<file path="config.mk">
export PLATFORM = sky130hd
export DESIGN_NAME = i2c_reg_target
export DESIGN_NICKNAME = d
export VERILOG_FILES = /design/src/rtl/i2c_tgt_pkg.sv /design/src/rtl/i2c_tgt_sync.sv /design/src/rtl/i2c_tgt_fsm.sv /design/src/rtl/i2c_reg_target.sv
export SDC_FILE = /design/constraint.sdc
export NUM_CORES = 1
export LEC_CHECK = 0
export BUFFER_PORTS_ARGS = -buffer_cell sky130_fd_sc_hd__buf_2
export CORE_MARGIN = 2
export CORE_UTILIZATION = 40
export CTS_CLUSTER_DIAMETER = 200
export DETAILED_ROUTE_END_ITERATION = 6
export PLACE_DENSITY_LB_ADDON = 0.1
export RECOVER_POWER = 50
export SLEW_MARGIN = 20
export SYNTH_ARGS = -nofsm -noshare
export SYNTH_HDL_FRONTEND = slang
export SYNTH_SLANG_ARGS = --single-unit
</file>
<file path="constraint.sdc">
create_clock -name clk -period 4.14 [get_ports clk]
set_input_delay 0.414 -clock clk [delete_from_list [all_inputs] [get_ports clk]]
set_output_delay 0.414 -clock clk [all_outputs]
set_load 0.03 [all_outputs]
</file>
<file path="src/rtl/i2c_tgt_pkg.sv">
// Shared types for the serial register target.
// Assumes nothing beyond IEEE 1800-2017.
package i2c_tgt_pkg;
    typedef enum logic [2:0] {
        ST_IDLE,    // bus released, waiting for START
        ST_DEV,     // receiving device byte
        ST_IDX_HI,  // receiving upper index byte
        ST_IDX_LO,  // receiving lower index byte
        ST_WDATA,   // receiving write data
        ST_RDATA    // transmitting read data
    } tgt_state_t;

    localparam int BYTE_BITS = 8;
endpackage

</file>
<file path="src/rtl/i2c_tgt_sync.sv">
// Brings SCL and SDA into the system clock domain and flags SCL edges
// and START/STOP conditions. Assumes the system clock runs at least
// several times faster than SCL; idle bus level is high.
module i2c_tgt_sync #(
    parameter int SYNC_STAGES = 2
) (
    input  logic clk,
    input  logic rst_n,
    input  logic scl_i,
    input  logic sda_i,
    output logic scl_rise,
    output logic scl_fall,
    output logic sda_s,
    output logic start_det,
    output logic stop_det
);
    logic [SYNC_STAGES-1:0] scl_pipe, sda_pipe;
    logic scl_prev, sda_prev, scl_s;

    // Synchronizer chains, one stage per flop
    genvar g;
    generate
        for (g = 0; g < SYNC_STAGES; g++) begin : g_stage
            // Shift one stage of each chain
            always_ff @(posedge clk) begin
                if (!rst_n) begin
                    scl_pipe[g] <= 1'b1;
                    sda_pipe[g] <= 1'b1;
                end else if (g == 0) begin
                    scl_pipe[g] <= scl_i;
                    sda_pipe[g] <= sda_i;
                end else begin
                    scl_pipe[g] <= scl_pipe[g-1];
                    sda_pipe[g] <= sda_pipe[g-1];
                end
            end
        end
    endgenerate

    assign scl_s = scl_pipe[SYNC_STAGES-1];
    assign sda_s = sda_pipe[SYNC_STAGES-1];

    // Previous synchronized values for edge detection
    always_ff @(posedge clk) begin
        if (!rst_n) begin
            scl_prev <= 1'b1;
            sda_prev <= 1'b1;
        end else begin
            scl_prev <= scl_s;
            sda_prev <= sda_s;
        end
    end

    assign scl_rise  = scl_s & ~scl_prev;
    assign scl_fall  = ~scl_s & scl_prev;
    assign start_det = scl_s & scl_prev & sda_prev & ~sda_s;
    assign stop_det  = scl_s & scl_prev & ~sda_prev & sda_s;
endmodule

</file>
<file path="src/rtl/i2c_tgt_fsm.sv">
// Byte-level protocol engine: device match, index capture, write and
// read data, acknowledge handling and the persistent register pointer.
// Assumes synchronized inputs and single-cycle edge/condition pulses;
// reg_rdata and reg_avail are combinational functions of reg_addr.
module i2c_tgt_fsm
    import i2c_tgt_pkg::*;
#(
    parameter logic [6:0] DEV_ADDR = 7'h6A,
    parameter int         IDX_W    = 10
) (
    input  logic             clk,
    input  logic             rst_n,
    input  logic             scl_rise,
    input  logic             scl_fall,
    input  logic             sda_s,
    input  logic             start_det,
    input  logic             stop_det,
    output logic             sda_oe,
    output logic [IDX_W-1:0] reg_addr,
    output logic [7:0]       reg_wdata,
    output logic             reg_we,
    input  logic [7:0]       reg_rdata,
    output logic             reg_re,
    input  logic             reg_avail
);
    localparam int HI_BITS = IDX_W - BYTE_BITS;
    localparam int CNT_W   = $clog2(BYTE_BITS + 1);
    localparam logic [CNT_W-1:0] LAST_BIT = CNT_W'(BYTE_BITS);

    tgt_state_t        st;
    logic [CNT_W-1:0]  bitcnt;
    logic              in_ack, sda_drv, rd_mode, mack;
    logic [7:0]        shreg, txd;
    logic [IDX_W-1:0]  ptr;
    logic              inc, hi_inc;
    logic [HI_BITS-1:0] hi_bits;
    logic              rx_state, dec_fall, dev_match;

    assign rx_state  = (st == ST_DEV) || (st == ST_IDX_HI) ||
                       (st == ST_IDX_LO) || (st == ST_WDATA);
    assign dec_fall  = rx_state && scl_fall && (bitcnt == LAST_BIT) && !in_ack;
    assign dev_match = (shreg[7:1] == DEV_ADDR);

    // Register-side strobes, decided in the cycle the byte completes
    assign reg_we    = dec_fall && (st == ST_WDATA) && reg_avail;
    assign reg_re    = reg_avail &&
                       ((dec_fall && (st == ST_DEV) && dev_match && shreg[0]) ||
                        ((st == ST_RDATA) && in_ack && scl_rise && !sda_s));
    assign reg_addr  = ptr;
    assign reg_wdata = shreg;
    assign sda_oe    = sda_drv;

    // Protocol state, shift registers, pointer and SDA drive
    always_ff @(posedge clk) begin
        if (!rst_n) begin
            st <= ST_IDLE; bitcnt <= '0; in_ack <= 1'b0; sda_drv <= 1'b0;
            rd_mode <= 1'b0; mack <= 1'b0; shreg <= '0; txd <= '0;
            ptr <= '0; inc <= 1'b0; hi_inc <= 1'b0; hi_bits <= '0;
        end else if (start_det) begin
            st <= ST_DEV; bitcnt <= '0; in_ack <= 1'b0; sda_drv <= 1'b0;
        end else if (stop_det) begin
            st <= ST_IDLE; bitcnt <= '0; in_ack <= 1'b0; sda_drv <= 1'b0;
        end else if (rx_state) begin
            if (scl_rise && bitcnt != LAST_BIT) begin
                shreg  <= {shreg[6:0], sda_s};
                bitcnt <= bitcnt + 1'b1;
            end
            if (dec_fall) begin
                in_ack <= 1'b1;
                case (st)
                    ST_DEV: begin
                        rd_mode <= shreg[0];
                        if (!dev_match) st <= ST_IDLE;
                        else if (!shreg[0]) sda_drv <= 1'b1;
                        else if (reg_avail) begin
                            sda_drv <= 1'b1;
                            txd     <= reg_rdata;
                            ptr     <= ptr + IDX_W'(inc);
                        end else st <= ST_IDLE;
                    end
                    ST_IDX_HI: begin
                        sda_drv <= 1'b1;
                        hi_inc  <= shreg[7];
                        hi_bits <= shreg[HI_BITS-1:0];
                    end
                    ST_IDX_LO: begin
                        sda_drv <= 1'b1;
                        ptr     <= {hi_bits, shreg};
                        inc     <= hi_inc;
                    end
                    default: begin
                        if (reg_avail) begin
                            sda_drv <= 1'b1;
                            ptr     <= ptr + IDX_W'(inc);
                        end
                    end
                endcase
            end else if (scl_fall && in_ack) begin
                in_ack  <= 1'b0;
                bitcnt  <= '0;
                sda_drv <= 1'b0;
                case (st)
                    ST_DEV: begin
                        if (rd_mode) begin
                            st      <= ST_RDATA;
                            sda_drv <= ~txd[7];
                        end else st <= ST_IDX_HI;
                    end
                    ST_IDX_HI: st <= ST_IDX_LO;
                    default:   st <= ST_WDATA;
                endcase
            end
        end else if (st == ST_RDATA) begin
            if (!in_ack) begin
                if (scl_rise && bitcnt != LAST_BIT) bitcnt <= bitcnt + 1'b1;
                if (scl_fall) begin
                    if (bitcnt == LAST_BIT) begin
                        sda_drv <= 1'b0;
                        in_ack  <= 1'b1;
                    end else begin
                        txd     <= {txd[6:0], 1'b0};
                        sda_drv <= ~txd[6];
                    end
                end
            end else begin
                if (scl_rise) begin
                    mack <= !sda_s && reg_avail;
                    if (!sda_s && reg_avail) begin
                        txd <= reg_rdata;
                        ptr <= ptr + IDX_W'(inc);
                    end
                end
                if (scl_fall) begin
                    in_ack <= 1'b0;
                    bitcnt <= '0;
                    if (mack) sda_drv <= ~txd[7];
                    else      st      <= ST_IDLE;
                end
            end
        end
    end
endmodule

</file>
<file path="src/rtl/i2c_reg_target.sv">
// Top of the serial register target: synchronizer plus protocol engine.
// Assumes an external open-drain pad: sda_oe=1 pulls SDA low.
module i2c_reg_target #(
    parameter logic [6:0] DEV_ADDR    = 7'h6A,
    parameter int         IDX_W       = 10,
    parameter int         SYNC_STAGES = 2
) (
    input  logic             clk,
    input  logic             rst_n,
    input  logic             scl_i,
    input  logic             sda_i,
    output logic             sda_oe,
    output logic [IDX_W-1:0] reg_addr,
    output logic [7:0]       reg_wdata,
    output logic             reg_we,
    input  logic [7:0]       reg_rdata,
    output logic             reg_re,
    input  logic             reg_avail
);
    logic scl_rise, scl_fall, sda_s, start_det, stop_det;

    i2c_tgt_sync #(.SYNC_STAGES(SYNC_STAGES)) u_sync (
        .clk(clk), .rst_n(rst_n), .scl_i(scl_i), .sda_i(sda_i),
        .scl_rise(scl_rise), .scl_fall(scl_fall), .sda_s(sda_s),
        .start_det(start_det), .stop_det(stop_det)
    );

    i2c_tgt_fsm #(.DEV_ADDR(DEV_ADDR), .IDX_W(IDX_W)) u_fsm (
        .clk(clk), .rst_n(rst_n), .scl_rise(scl_rise), .scl_fall(scl_fall),
        .sda_s(sda_s), .start_det(start_det), .stop_det(stop_det),
        .sda_oe(sda_oe), .reg_addr(reg_addr), .reg_wdata(reg_wdata),
        .reg_we(reg_we), .reg_rdata(reg_rdata), .reg_re(reg_re),
        .reg_avail(reg_avail)
    );
endmodule

</file>
# ---- After elaboration in Yosys (flattened, before gate mapping)
# Cells that the tools add are included.
dict set report op_classes {
  muxes 67
  reduce_logical 44
  addsub 2
  n_bitwise 17
  eq_ne 32
}
# operator count
set ops {}
lappend ops {{$mux W8} 12}
lappend ops {{$mux W10} 9}
lappend ops {{$mux W3} 12}
lappend ops {{$pmux W10 S3} 1}
lappend ops {{$mux W4} 7}
lappend ops {{$mux W1} 24}
lappend ops {{$reduce_and A5 Y1} 4}
lappend ops {{$ne A4 B4 Y1 const B} 4}
lappend ops {{$reduce_and A8 Y1} 2}
lappend ops {{$logic_and A1 B1 Y1} 15}
lappend ops {{$ne A3 B3 Y1 const B} 5}
lappend ops {{$ne A2 B2 Y1 const B} 6}
lappend ops {{$reduce_and A12 Y1} 1}
lappend ops {{$reduce_bool A4 Y1} 3}
lappend ops {{$add A10 B1 Y10} 1}
lappend ops {{$ne A5 B5 Y1 const B} 2}
lappend ops {{$not A1 Y1} 10}
lappend ops {{$reduce_and A10 Y1} 1}
lappend ops {{$reduce_bool A2 Y1} 5}
lappend ops {{$ne A3 B2 Y1 const B} 3}
lappend ops {{$and A1 B1 Y1} 7}
lappend ops {{$eq A7 B7 Y1 const B} 1}
lappend ops {{$eq A3 B2 Y1 const B} 2}
lappend ops {{$eq A3 B3 Y1 const B} 2}
lappend ops {{18 further kinds} 23}
dict set report word_totals {
  wordCells 181
  ff_bits 47
  inputBits 13
}

# ---- Logic depth before layout (Yosys ltp)
dict set report logic_depth {
  word_depth 12
  mapped_depth 10
  ltp_nobuf 8
}

# ---- Cells and area by module
# A second synthesis with hierarchy kept.
dict set report hier_totals {
  hier_cells 317
  hier_area_um2 2738.9
}
# mod cells_each instances area_each_um2 seq_area_each_um2
set by_module_without_submodules {}
lappend by_module_without_submodules {i2c_tgt_fsm 301 1 2548.7 820.8}
lappend by_module_without_submodules {i2c_tgt_sync 16 1 190.2 120.1}

# ---- Worst setup path after synthesis
# No wires, ideal clock.
dict set report synth_path {
  kind {reg2out}
  start {register u_fsm.bitcnt[0]}
  end {output port reg_we}
  t_required_ns 3.726
  path_stages_with_launch 7
  slack_ns 1.972
  path_buffers 1
  t_arrival_ns 1.754
  cell_sequence {dfxtp_1 > inv_1 > ha_1 > and3b_1 > clkbuf_1 > nand2_1 > nor3_1}
}
dict set report synth_via {
  elab_chain_cells 5
}
# item line_no
set synth_rtl {}
lappend synth_rtl {{start, declared} i2c_tgt_fsm.sv:31} ;# logic [CNT_W-1:0] bitcnt;
lappend synth_rtl {{start signal, assigned} i2c_tgt_fsm.sv:66} ;# bitcnt <= bitcnt + 1'b1;
lappend synth_rtl {{start signal, assigned} i2c_tgt_fsm.sv:115} ;# if (scl_rise && bitcnt != LAST_BIT) bitcnt <= bitcnt + 1'b1;
lappend synth_rtl {{$eq A4 B4 Y1} i2c_tgt_fsm.sv:41} ;# assign dec_fall = rx_state && scl_fall && (bitcnt == LAST_BIT) && !in_ack;
lappend synth_rtl {{$logic_and A1 B1 Y1 (2 in a row)} i2c_tgt_fsm.sv:41}
lappend synth_rtl {{$logic_and A1 B1 Y1 (2 in a row)} i2c_tgt_fsm.sv:45} ;# assign reg_we = dec_fall && (st == ST_WDATA) && reg_avail;
lappend synth_rtl {{end, declared} i2c_reg_target.sv:15} ;# output logic reg_we,
# Every way passes these cells.

# ---- Worst setup path in the final report
dict set report layout_path {
  start {register u_fsm.st[2]}
  end {output port reg_re}
}
dict set report layout_via {
  elab_chain_cells 12
}
# item line_no
set layout_rtl {}
lappend layout_rtl {{start, declared} i2c_tgt_fsm.sv:30} ;# tgt_state_t st;
lappend layout_rtl {{start signal, assigned} i2c_tgt_fsm.sv:56} ;# st <= ST_IDLE; bitcnt <= '0; in_ack <= 1'b0; sda_drv <= 1'b0;
lappend layout_rtl {{start signal, assigned} i2c_tgt_fsm.sv:60} ;# st <= ST_DEV; bitcnt <= '0; in_ack <= 1'b0; sda_drv <= 1'b0;
lappend layout_rtl {{start signal, assigned} i2c_tgt_fsm.sv:62} ;# st <= ST_IDLE; bitcnt <= '0; in_ack <= 1'b0; sda_drv <= 1'b0;
lappend layout_rtl {{$eq A3 B1 Y1 / $eq A3 B2 Y1 (equally long branches)} {i2c_tgt_fsm.sv:39, i2c_tgt_fsm.sv:47}}
lappend layout_rtl {{$logic_or A1 B1 Y1 (2 in a row)} i2c_tgt_fsm.sv:39} ;# assign rx_state = (st == ST_DEV) || (st == ST_IDX_HI) ||
lappend layout_rtl {{$logic_or A1 B1 Y1} i2c_tgt_fsm.sv:40} ;# (st == ST_IDX_LO) || (st == ST_WDATA);
lappend layout_rtl {{$logic_and A1 B1 Y1 (3 in a row)} i2c_tgt_fsm.sv:41}
lappend layout_rtl {{$logic_and A1 B1 Y1 (3 in a row)} i2c_tgt_fsm.sv:47} ;# ((dec_fall && (st == ST_DEV) && dev_match && shreg[0]) ||
lappend layout_rtl {{$logic_or A1 B1 Y1 *} i2c_tgt_fsm.sv:47}
lappend layout_rtl {{$logic_and A1 B1 Y1 *} i2c_tgt_fsm.sv:46} ;# assign reg_re = reg_avail &&
lappend layout_rtl {{end, declared} i2c_reg_target.sv:17} ;# output logic reg_re,
# Mark *: on every way between the ends. The rest lies on a longest branch, timed or not.

==> flow_summary.toml <==
[status]
outcome = "finished clean"

[clock_tree]
cts_tree = "built"
path_clk_slew_ns = 0.08
post_cts_buffers = 0
ctsResizeCount = 0
cts_buffers = 5
clk_latency_ns = 0.30
cts.sinks = 47
cts_buffer_depth = 2
clockRootBuffer = "clkbuf_8"
htree_levels = 2
holdBufCountCts = 0

[timing]
fin_worst_skew_ns = 0.00438
min_period_over_period = 0.614
slew_viol_final = 0
post-route-min-period_ns = 2.54
finalSetupTns_ns = 0
setup_viol = 0
hold_violations = 0
worstMarginPinSlew_ns = 1.08
max-slew-margin-rel = 0.280
rsz0062_at_grt = "false"
fmaxAchievable_mhz = 394

[floorplanning]
die_w_um = 84.6
die_y_um = 84.6
rows = 29
coreArea_sq_um = 6310
dieArea_sq_um = 7150
start_util = 0.411
num_io_pins = 34

[logic_synthesis]
synthCells = 326
yosysSeqAreaShare = 0.362
synth_cell_types = 57
synth_seq_cells = 47
synth_edf_count = 0
async_reset_ff_frac = 0
ys_warn_count = 0
syn_nets = 343
syn_area_sq_um = 2600
syn_area_per_cell_sq_um = 7.97
ys.flop_type = "dfxtp_1"

[setup_path]
worstRegToRegCells = 6
worstPathRequired_ns = 3.73
cp_top_family = "flip-flops"
endpoint_kind = "output port"
critPathMaxStageDelay_ns = 0.74
cp.depth = 5
start_kind = "flop"
crit_buf_inv = 1
r2r_setup_slack_ns = 1.68
cpMaxStageDelayCell = "dfxtp_1"
crit_chain = "o21ai_0 > nand4_1 > nor2_1 > a31o_2 > buf_2"
critPathArrivalTime_ns = 2.13
crit_fanout = 21
path_class = "flop to output port"

[detailed_routing]
num_vias = 2406
antenna_left = 0
drt_pre_antenna_iters = 4
postRouteWirelength_um = 6390
route.detailed.drc = 0
wl_per_cell_um = 15.1
drt_iter0_drc = 190
viasPerCell = 5.70

[grt]
grt-ovfl-total = 0
antenna_found_initial = 0
grt_pass1_wl_um = 10600
grt_max_degree = 33
grt_use_total = 0.181
grt_pass1_vias = 2139

[finish]
syn2layout_area_growth_pct = 9.30
layout_commonest_cell = "dfxtp_1"
layout_common_cells = "47 x dfxtp_1, 37 x a21oi_1, 32 x nand2_1"
drive_gt1_frac = 0.0899
nets = 362
diodes = 0

[job]
drv_cap = 0

[place]
gp_congestion = 0.876
dp_hpwl_um = 4510
io_buffers = 33

[min_path]
worstHoldPathType = "primary input to flop"
hold_depth = 2

[power]
pwr_density_cell_nw_per_um2 = 287
ir_worst_vdd_mv = 0.133
total_power_mw = 0.816
total_leakage_power_nw = 0.986
==> flip-flops by register name, indices dropped and copies added, names as in the netlist, 2 cells and up <==
| name | count |
|---|---|
| u_fsm.hi_bits | 2 |
| u_fsm.bitcnt | 4 |
| u_fsm.st | 3 |
| u_fsm.txd | 8 |
| u_fsm.reg_addr | 10 |
| u_fsm.reg_wdata | 8 |
==> metrics by stage <==
stage / utilization / cells / worst slack, ns / hold slack, ns / instance area, sq um
after floorplan: - / 326 / 1.97 / 0.386 / 2600
after global placement: 0.439 / 415 / 1.76 / 0.392 / 2770
after detailed placement: 0.439 / 415 / 1.77 / 0.391 / 2770
after CTS: 0.455 / 422 / 1.59 / 0.287 / 2870
after global routing: 0.450 / 422 / 1.39 / 0.285 / 2840
final: 0.450 / 422 / 1.60 / 0.296 / 2840
==> per-layer routing <==
metal / share of wire / GRT usage
met1: 0.50 / 0.265
met2: 0.45 / 0.271
met4: 0.012 / 0.0620
met5: 0 / 0
met3: 0.041 / 0.0275
==> kinds of logic after synthesis <==
kind of cell / count (synthesis) / share of synthesized area
DFF: 47 / 0.362
adders and majority gates: 4 / 0.0193
xor gates and xnor gates: 2 / 0.00674
AOI/OAI and AO/OA: 93 / 0.240
buffers and inverters: 29 / 0.0477
muxes: 11 / 0.0424
and+or+nand+nor: 140 / 0.282
==> final timing paths <==
kind | start | endpoint
worst min-delay path | scl_i | u_sync.scl_pipe[0]
worst min register to register | u_sync.sda_pipe[0] | u_sync.sda_s
worst max-delay path | u_fsm.st[2] | reg_re
worst max register to register | u_fsm.st[2] | u_fsm.st[0]
==> cell type report <==
class                           count  area [sq um]
Fill cell                         670          3470
Multi-Input combinational cell    250          1530
Sequential cell                    47           941
Timing Repair Buffer               34           148
Tap cell                           77          96.3
Clock buffer                        6          72.6
Clock inverter                      1          30.0
Inverter                            7          26.3
==> where the power goes <==
group	internal, mW	switching, mW
registers	0.454	0.00330
clock network	0.177	0.151
logic	0.0102	0.0206
==> cell usage after synthesis, drive strengths merged (2+ instances only) <==
library cell	instances	area (sq um)
a211o	2	26.3
a211oi	2	15.0
a21o	4	30.0
a21oi	37	185
a22oi	2	15.0
a31o	2	17.5
a31oi	4	25.0
and2	2	15.0
and4	2	17.5
and4b	2	20.0
buf	10	52.6
clkbuf	12	45.0
dfxtp	47	941
ha	4	50.1
inv	7	26.3
mux2i	11	110
nand2	32	120
nand2b	8	50.1
nand3	25	125
nand3b	3	22.5
nand4	2	12.5
nor2	32	123
nor2b	3	18.8
nor3	11	60.1
nor3b	5	42.5
nor4	6	43.8
o211ai	6	45.0
o21ai	9	45.0
o22ai	2	12.5
o31ai	12	100
o32ai	3	33.8
or3	2	17.5
xor2	2	17.5
No activity file was read; power rests on OpenSTA's default activity.
